[src/rtl/spdisc_pkg.sv]
package spdisc_pkg;

    typedef enum logic [1:0] {
        SPAN_X1 = 2'd0,
        SPAN_X2 = 2'd1,
        SPAN_X4 = 2'd2,
        SPAN_X8 = 2'd3
    } span_e;

    typedef struct packed {
        logic fast_n;
        logic lock_n;
    } verdict_t;

    localparam verdict_t VERDICT_IDLE = '{fast_n: 1'b1, lock_n: 1'b1};

    localparam int unsigned SPAN_COUNT = 4;
    localparam int unsigned WIN_SHIFT  = 4;

    function automatic int unsigned nominal_of(input int unsigned base_shift,
                                               input int unsigned span);
        return 32'd1 << (base_shift + span);
    endfunction

    function automatic int unsigned window_lo(input int unsigned nom);
        return nom - (nom >> WIN_SHIFT);
    endfunction

    function automatic int unsigned window_hi(input int unsigned nom);
        return nom + (nom >> WIN_SHIFT);
    endfunction

endpackage

[src/rtl/spdisc_period_meter.sv]
module spdisc_period_meter #(
    parameter int unsigned CW = 13
) (
    input  logic          clk,
    input  logic          rst,
    input  logic          fb_pulse,
    output logic [CW-1:0] period,
    output logic          period_valid
);

    localparam logic [CW-1:0] CNT_MAX = '1;

    logic [CW-1:0] cnt;
    logic [CW-1:0] cnt_next;
    logic          primed;

    // Saturating increment; the value captured on a pulse includes the pulse cycle.
    always_comb begin
        if (cnt == CNT_MAX) begin
            cnt_next = CNT_MAX;
        end else begin
            cnt_next = cnt + 1'b1;
        end
    end

    always_ff @(posedge clk) begin
        if (rst) begin
            cnt    <= '0;
            primed <= 1'b0;
        end else if (fb_pulse) begin
            cnt    <= '0;
            primed <= 1'b1;
        end else begin
            cnt    <= cnt_next;
        end
    end

    assign period       = cnt_next;
    assign period_valid = fb_pulse & primed;

    AST_CNT_SATURATE: assert property (@(posedge clk) disable iff (rst)
        (cnt == CNT_MAX && !fb_pulse) |=> (cnt == CNT_MAX));

    AST_ARMED_STAYS: assert property (@(posedge clk) disable iff (rst)
        primed |=> primed);

endmodule

[src/rtl/spdisc_judge.sv]
module spdisc_judge
    import spdisc_pkg::*;
#(
    parameter int unsigned CW         = 13,
    parameter int unsigned BASE_SHIFT = 8
) (
    input  logic          clk,
    input  logic          rst,
    input  logic [1:0]    sel,
    input  logic [CW-1:0] period,
    input  logic          period_valid,
    output verdict_t      verdict
);

    logic [CW-1:0] nom_t [SPAN_COUNT];
    logic [CW-1:0] lo_t  [SPAN_COUNT];
    logic [CW-1:0] hi_t  [SPAN_COUNT];

    generate
        for (genvar g = 0; g < SPAN_COUNT; g++) begin : g_span
            localparam int unsigned NOM = nominal_of(BASE_SHIFT, g);
            assign nom_t[g] = CW'(NOM);
            assign lo_t[g]  = CW'(window_lo(NOM));
            assign hi_t[g]  = CW'(window_hi(NOM));
        end
    endgenerate

    span_e    span;
    logic     is_fast;
    logic     in_window;
    verdict_t verdict_d;

    always_comb begin
        span             = span_e'(sel);
        is_fast          = period < nom_t[span];
        in_window        = (period >= lo_t[span]) && (period <= hi_t[span]);
        verdict_d.fast_n = ~is_fast;
        verdict_d.lock_n = ~in_window;
    end

    always_ff @(posedge clk) begin
        if (rst) begin
            verdict <= VERDICT_IDLE;
        end else if (period_valid) begin
            verdict <= verdict_d;
        end
    end

    AST_HOLD_IDLE: assert property (@(posedge clk) disable iff (rst)
        !period_valid |=> $stable(verdict));

    AST_FAR_SLOW: assert property (@(posedge clk) disable iff (rst)
        (period_valid && period > hi_t[span]) |=> (verdict.fast_n && verdict.lock_n));

    AST_FAR_FAST: assert property (@(posedge clk) disable iff (rst)
        (period_valid && period < lo_t[span]) |=> (!verdict.fast_n && verdict.lock_n));

endmodule

[src/rtl/spdisc_phase.sv]
module spdisc_phase (
    input  logic clk,
    input  logic rst,
    input  logic ref_pulse,
    input  logic fb_pulse,
    output logic phase_out
);

    logic ref_div;
    logic fb_div;
    logic ref_rise;
    logic fb_rise;

    always_comb begin
        ref_rise = ref_pulse & ~ref_div;
        fb_rise  = fb_pulse  & ~fb_div;
    end

    always_ff @(posedge clk) begin
        if (rst) begin
            ref_div   <= 1'b0;
            fb_div    <= 1'b0;
            phase_out <= 1'b0;
        end else begin
            if (ref_pulse) ref_div <= ~ref_div;
            if (fb_pulse)  fb_div  <= ~fb_div;
            if (fb_rise) begin
                phase_out <= 1'b0;
            end else if (ref_rise) begin
                phase_out <= 1'b1;
            end
        end
    end

    AST_REF_HALVES: assert property (@(posedge clk) disable iff (rst)
        ref_pulse |=> (ref_div != $past(ref_div)));

    AST_FB_WINS: assert property (@(posedge clk) disable iff (rst)
        fb_rise |=> !phase_out);

    AST_PHASE_QUIET: assert property (@(posedge clk) disable iff (rst)
        (!ref_pulse && !fb_pulse) |=> $stable(phase_out));

endmodule

[src/rtl/spdisc_top.sv]
module spdisc_top
    import spdisc_pkg::*;
#(
    parameter int unsigned CW         = 13,
    parameter int unsigned BASE_SHIFT = 8
) (
    input  logic       clk,
    input  logic       rst,
    input  logic       ref_pulse,
    input  logic       fb_pulse,
    input  logic [1:0] count_sel,
    output logic       fast_n,
    output logic       phase_out,
    output logic       lock_n
);

    logic [CW-1:0] period;
    logic          period_valid;
    verdict_t      verdict;

    spdisc_period_meter #(.CW(CW)) u_meter (
        .clk          (clk),
        .rst          (rst),
        .fb_pulse     (fb_pulse),
        .period       (period),
        .period_valid (period_valid)
    );

    spdisc_judge #(.CW(CW), .BASE_SHIFT(BASE_SHIFT)) u_judge (
        .clk          (clk),
        .rst          (rst),
        .sel          (count_sel),
        .period       (period),
        .period_valid (period_valid),
        .verdict      (verdict)
    );

    spdisc_phase u_phase (
        .clk       (clk),
        .rst       (rst),
        .ref_pulse (ref_pulse),
        .fb_pulse  (fb_pulse),
        .phase_out (phase_out)
    );

    assign fast_n = verdict.fast_n;
    assign lock_n = verdict.lock_n;

    AST_FLAGS_MOVE_ON_FB: assert property (@(posedge clk) disable iff (rst)
        !fb_pulse |=> ($stable(fast_n) && $stable(lock_n)));

endmodule

[config.mk]
export PLATFORM = sky130hd
export DESIGN_NAME = spdisc_top
export DESIGN_NICKNAME = d
export VERILOG_FILES = /design/src/rtl/spdisc_pkg.sv /design/src/rtl/spdisc_period_meter.sv /design/src/rtl/spdisc_judge.sv /design/src/rtl/spdisc_phase.sv /design/src/rtl/spdisc_top.sv
export SDC_FILE = /design/constraint.sdc
export NUM_CORES = 1
export LEC_CHECK = 0
export BUFFER_PORTS_ARGS = -buffer_cell sky130_fd_sc_hd__buf_2
export CORE_UTILIZATION = 45
export CTS_BUF_LIST = sky130_fd_sc_hd__clkbuf_8 sky130_fd_sc_hd__clkbuf_16
export CTS_CLUSTER_DIAMETER = 40
export DETAILED_ROUTE_END_ITERATION = 10
export GPL_TIMING_DRIVEN = 0
export PLACE_DENSITY = 0.73
export SLEW_MARGIN = 20
export SYNTH_ARGS = -nofsm -noshare
export SYNTH_HDL_FRONTEND = slang
export SYNTH_HIERARCHICAL = 1
export SYNTH_SLANG_ARGS = --single-unit
[constraint.sdc]
create_clock -name clk -period 6.55 [get_ports clk]
set_input_delay 0.655 -clock clk [delete_from_list [all_inputs] [get_ports clk]]
set_output_delay 0.655 -clock clk [all_outputs]
set_load 0.05 [all_outputs]
## After elaboration in Yosys (flattened, before gate mapping)

Index checks and enable logic that the tools add are counted.

- Add/subtract/negate cells: 1
- Multiply operators: 0
- Div/mod/pow operators: 0
- $lt $le $gt $ge: 4
- Equal/unequal tests: 1
- Shifts and indexed selects: 0
- Muxes and demuxes: 10
- Bitwise gates (word level): 8
- Reduce and logical (&&, ||, !) cells: 3

Operator list:

| cell | number |
|---|---|
| 2-to-1 mux 13 bit | 7 |
| binary-select mux 13 bit (select 2 bit) | 3 |
| adder 13 x 1 -> 13 bit, second input constant | 1 |
| equality test 13 bit, second input constant | 1 |
| greater-or-equal comparator 13 bit | 1 |
| less-or-equal comparator 13 bit | 1 |
| less-than comparator 13 bit | 1 |
| inverter 1 bit | 4 |
| OR reduction 2 bit | 2 |
| AND 1 bit | 3 |
| greater-or-equal comparator 3 bit, second input constant | 1 |
| inverter 2 -> 3 bit | 1 |
| logical AND 1 bit | 1 |

- Register bits after elaboration: 19
- Latch bits: 0
- Bits in writable memories: 0
- ROM bits: 0
- Input bits: 6
- Memories kept: 0

## Longest topological paths before layout

- Depth in word-level cells: 7
- Gate-level depth with buffers: 13
- Depth with buffers taken out: 11

## Modules after synthesis

The synthesis kept the hierarchy.

Modules (own cells, without submodules):

| module | times used | cells an instance | area each (µm²) | seq. area each (µm²) |
|---|---|---|---|---|
| spdisc_period_meter | 1 | 85 | 724.4 | 280.3 |
| spdisc_judge | 1 | 56 | 475.5 | 40.0 |
| spdisc_phase | 1 | 11 | 120.1 | 60.1 |

## Worst setup path before layout

Ideal clock, no wire load.

- Path kind: reg-to-reg
- From: register u_meter.cnt[0]
- To: register u_judge/verdict[0] (netlist name)
- Library setup time: 0.128 ns
- Arrival time: 2.554 ns
- Data required time: 6.422 ns
- Setup slack: 3.868 ns
- Cell stages (with the launch flop): 11
- Clock period less this slack: 2.682 ns
- Cells stage by stage: dfxtp_1 -> ha_1 -> and3_1 -> clkbuf_2 -> a2111oi_0 -> nor2_1 -> ha_1 -> a211oi_4 -> o21ai_2 -> a2111oi_4 -> o211ai_2

- Cells in the longest elaborated chain, start to end: 5
- Elaborated cells on any way between the ends: 7
- Classes of those cells: add/sub (1); order compare (2); eq/ne (1); mux (1); bitwise (1); reduce/logical (1)

RTL lines:

| element | RTL line | text |
|---|---|---|
| from (decl) | spdisc_period_meter.sv:13 | `logic [CW-1:0] cnt;` |
| from (signal assigned) | spdisc_period_meter.sv:34 | `cnt <= cnt_next;` |
| adder 13 x 1 -> 13 bit or equality test 13 bit (tied branches) | spdisc_period_meter.sv:22, spdisc_period_meter.sv:19 |  |
| 2-to-1 mux 13 bit * | spdisc_period_meter.sv:19 | `if (cnt == CNT_MAX) begin` |
| net period[11] | spdisc_top.sv:17 | `logic [CW-1:0] period;` |
| greater-or-equal comparator 13 bit or less-or-equal comparator 13 bit (tied branches) | spdisc_judge.sv:36 | `in_window = (period >= lo_t[span]) && (period <= hi_t[span]);` |
| logical AND 1 bit * | spdisc_judge.sv:36 |  |
| inverter 1 bit * | spdisc_judge.sv:38 | `verdict_d.lock_n = ~in_window;` |

Mark *: on every way through the listed nets, which the timed path passes. The rest lies on a longest branch.
A chain may end at the register's enable or synchronous reset.

## Final worst setup path

- From: register u_meter.cnt[0]
- To: register u_judge/verdict[0] (netlist name)

- Cells in the longest elaborated chain, start to end: 5
- Elaborated cells on any way between the ends: 7
- Classes of those cells: add/sub (1); order compare (2); eq/ne (1); mux (1); bitwise (1); reduce/logical (1)

RTL lines:

| element | RTL line |
|---|---|
| adder 13 x 1 -> 13 bit or equality test 13 bit (tied branches) | spdisc_period_meter.sv:22, spdisc_period_meter.sv:19 |
| 2-to-1 mux 13 bit * | spdisc_period_meter.sv:19 |
| net period[11] | spdisc_top.sv:17 |
| greater-or-equal comparator 13 bit or less-or-equal comparator 13 bit (tied branches) | spdisc_judge.sv:36 |
| logical AND 1 bit * | spdisc_judge.sv:36 |
| inverter 1 bit * | spdisc_judge.sv:38 |

Marked as above.

==> reports/metrics.cfg <==
[status]
status = finished, final reports clean

[worst_setup_path]
critical_path_class = flip-flop to flip-flop
cp_max_fo = 5
arrival_ns = 3.14
cp.required_ns = 6.70
cp-start-kind = flip-flop
end_kind = flip-flop

[place]
gp_congestion = 0.844
portBuffers = 8
pre_cts_ws_ns = 3.58
placed_area_mm2 = 0.00140
dp_hpwl_mm = 2.18

[cells_and_area]
fin_area_mm2 = 0.00145
area_growth_pct = 9.48
layout_commonest_cell = dfxtp_1
ff_latch_area_um2 = 380
fillers = 266
final_cell_mix = dfxtp_1 (19), ha_1 (15), inv_1 (14), nand2_1 (13), a21oi_1 (11)
multi_input_area_um2 = 851
drive_gt1_share_pct = 16.5
nets = 186
insertedDiodeCount = 0

[cts]
postCtsSetupBuffers = 0
hold_buffers = 0
cts.clk_slew.worst_paths_ns = 0.07
cts_buffer_depth = 2
h-tree-depth = 1
cts_tree = done
cts-root-buf = clkbuf_8
numCtsBuffers = 3
cts_resized = 0
clk_latency_ns = 0.26
cts.sinks = 19

[global_route]
grt_pass1_wl_mm = 5.26
grt_start_max_net_pins = 12
grt_antenna_before_repair = 0
grt_pass1_vias = 1156
track_usage_pct = 21.3
overflow = 0

[routing]
routed_via_density = 6.22
wl_mm = 2.91
dr.first_iter.drc_count = 56
routedWlPerCell_um = 14.9
first_pass_iters = 4
num_vias = 1212
detail-route-antenna-nets = 0
drc = 0

[power]
p_leak_nw = 0.623
comb_power_share_pct = 13.0
power.density_mw_per_mm2 = 163
seqPwrFrac_pct = 51.3
peakVddDrop_mv = 0.153
netSwitchingPower_mw = 0.0626
switching_share_pct = 26.6
p_clk_share_pct = 35.6
internal_power_mw = 0.173

[sta]
fmax_ghz = 0.334
rsz0062_at_grt = false
fin_hold_ws_ns = 0.464
relSlewSlack_pct = 41.1
maxSlewViolCount = 0
worst_pin_slew_ns = 0.877
setup_viol = 0
finalHoldViolations = 0
clock_skew_ns = 0.00330
layout_setup_ws_ns = 3.55
tns_ns = 0
period_minus_slack_ns = 3.00
post-route-period-util_pct = 45.8

[synth]
ys_seq_area_share_pct = 28.8
synth-main-ff-cell = dfxtp_1
ys_warn_count = 6
synth_nets = 173
netlist_area_mm2 = 0.00132
synth-edff-count = 0
syn_area_per_cell_um2 = 8.68
ys_ff_latch = 19
synth_cell_type_count = 44
synthesis.instances = 152
synthArstFlopShare_pct = 0

[floorplan]
fp.coreArea_mm2 = 0.00276
start_util_pct = 47.9
num_rows = 19
die_y_um = 56.2
io_pins = 9
die_x_um = 56.2
die-area_mm2 = 0.00315

[worst_hold_path]
holdCritPathClass = flip-flop to flip-flop

[flow_run]
maxCapViolations = 0

[flip-flops by register name (all words and copies together) (netlist names)]
register,count
u_judge/verdict,2
u_phase/phase_out,1
u_meter/primed,1
u_phase/fb_div,1
u_phase/ref_div,1
u_meter/cnt,13
[routing by layer]
| layer | global-route usage (%) | wire [um] | vias to the layer above |
|---|---|---|---|
| li1 | - | - | 593 |
| met1 | 27.6 | 1270 | 567 |
| met2 | 35.9 | 1410 | 46 |
| met3 | 2.79 | 180 | 6 |
| met4 | 8.01 | 51 | 0 |
| met5 | 0 | 0 | - |
[final timing paths]
path	startpoint	to	slack, ns	cells past startpoint
setup reg to reg	u_meter/cnt[0]	u_judge/verdict[0]	3.55	10
setup / recovery	u_meter/cnt[0]	u_judge/verdict[0]	3.55	10
hold / removal	u_meter/primed	u_meter/primed	0.46	2
hold reg to reg	u_meter/primed	u_meter/primed	0.46	2
[critical path, stage by stage, from the launching register on]
cell and delay (ns):
dfxtp_1 0.36, ha_1 0.26, and3_1 0.16, clkbuf_2 0.15, a2111oi_0 0.58, nor2_1 0.19
ha_1 0.38, a211oi_4 0.29, o21ai_2 0.11, a2111oi_4 0.28, o211ai_2 0.11
[logic make-up (layout without fill, tap and decap cells)]
family | Yosys count | after routing | synth area share [%]
adder cells (fa/ha/maj) | 15 | 15 | 14.2
AND/OR/NAND/NOR | 58 | 58 | 25.0
flip-flops | 19 | 19 | 28.8
XOR/XNOR | 3 | 3 | 1.99
AO/OA/AOI/OAI | 39 | 39 | 23.2
buffers and inverters | 18 | 30 | 6.73
[synth_stat cells (5+ instances only)]
master   instances  area share (%)
o21ai_0          5             1.9
nor2_1           9             2.6
nand2_1         13             3.7
nand3_1          9             3.4
dfxtp_1         19              29
a31oi_1          5             2.4
ha_1            15              14
a21oi_1         11             4.2
inv_1           14             4.0
[power by group through the flow]
stage / clock (mW) / combinational [mW] / sequential [mW]
after CTS: 0.0856 / 0.0306 / 0.121
after global placement: 0 / 0.0294 / 0.123
after global routing: 0.0914 / 0.0343 / 0.121
after floorplan: 0 / 0.0182 / 0.127
final: 0.0840 / 0.0307 / 0.121
after detailed placement: 0 / 0.0304 / 0.124
[per-stage QoR]
step / power [mW] / utilization (%) / std cells
3_3_place_gp: 0.153 / 50.7 / 191
3_5_place_dp: 0.154 / 50.7 / 191
4_1_cts: 0.237 / 52.4 / 195
6_report: 0.236 / 52.4 / 195
5_1_grt: 0.247 / 52.4 / 195
2_1_floorplan: 0.146 / - / 152
[layout make-up]
cell class	count	share of cell area, %
inverter	14	3.64
buffer	4	2.51
clock inverter	1	0.346
tap	31	2.68
multi-input combinational	115	58.9
timing repair buffer	8	2.77
clock buffer	3	2.86
sequential	19	26.3
Note: power is estimated with default switching activity, not from simulation.
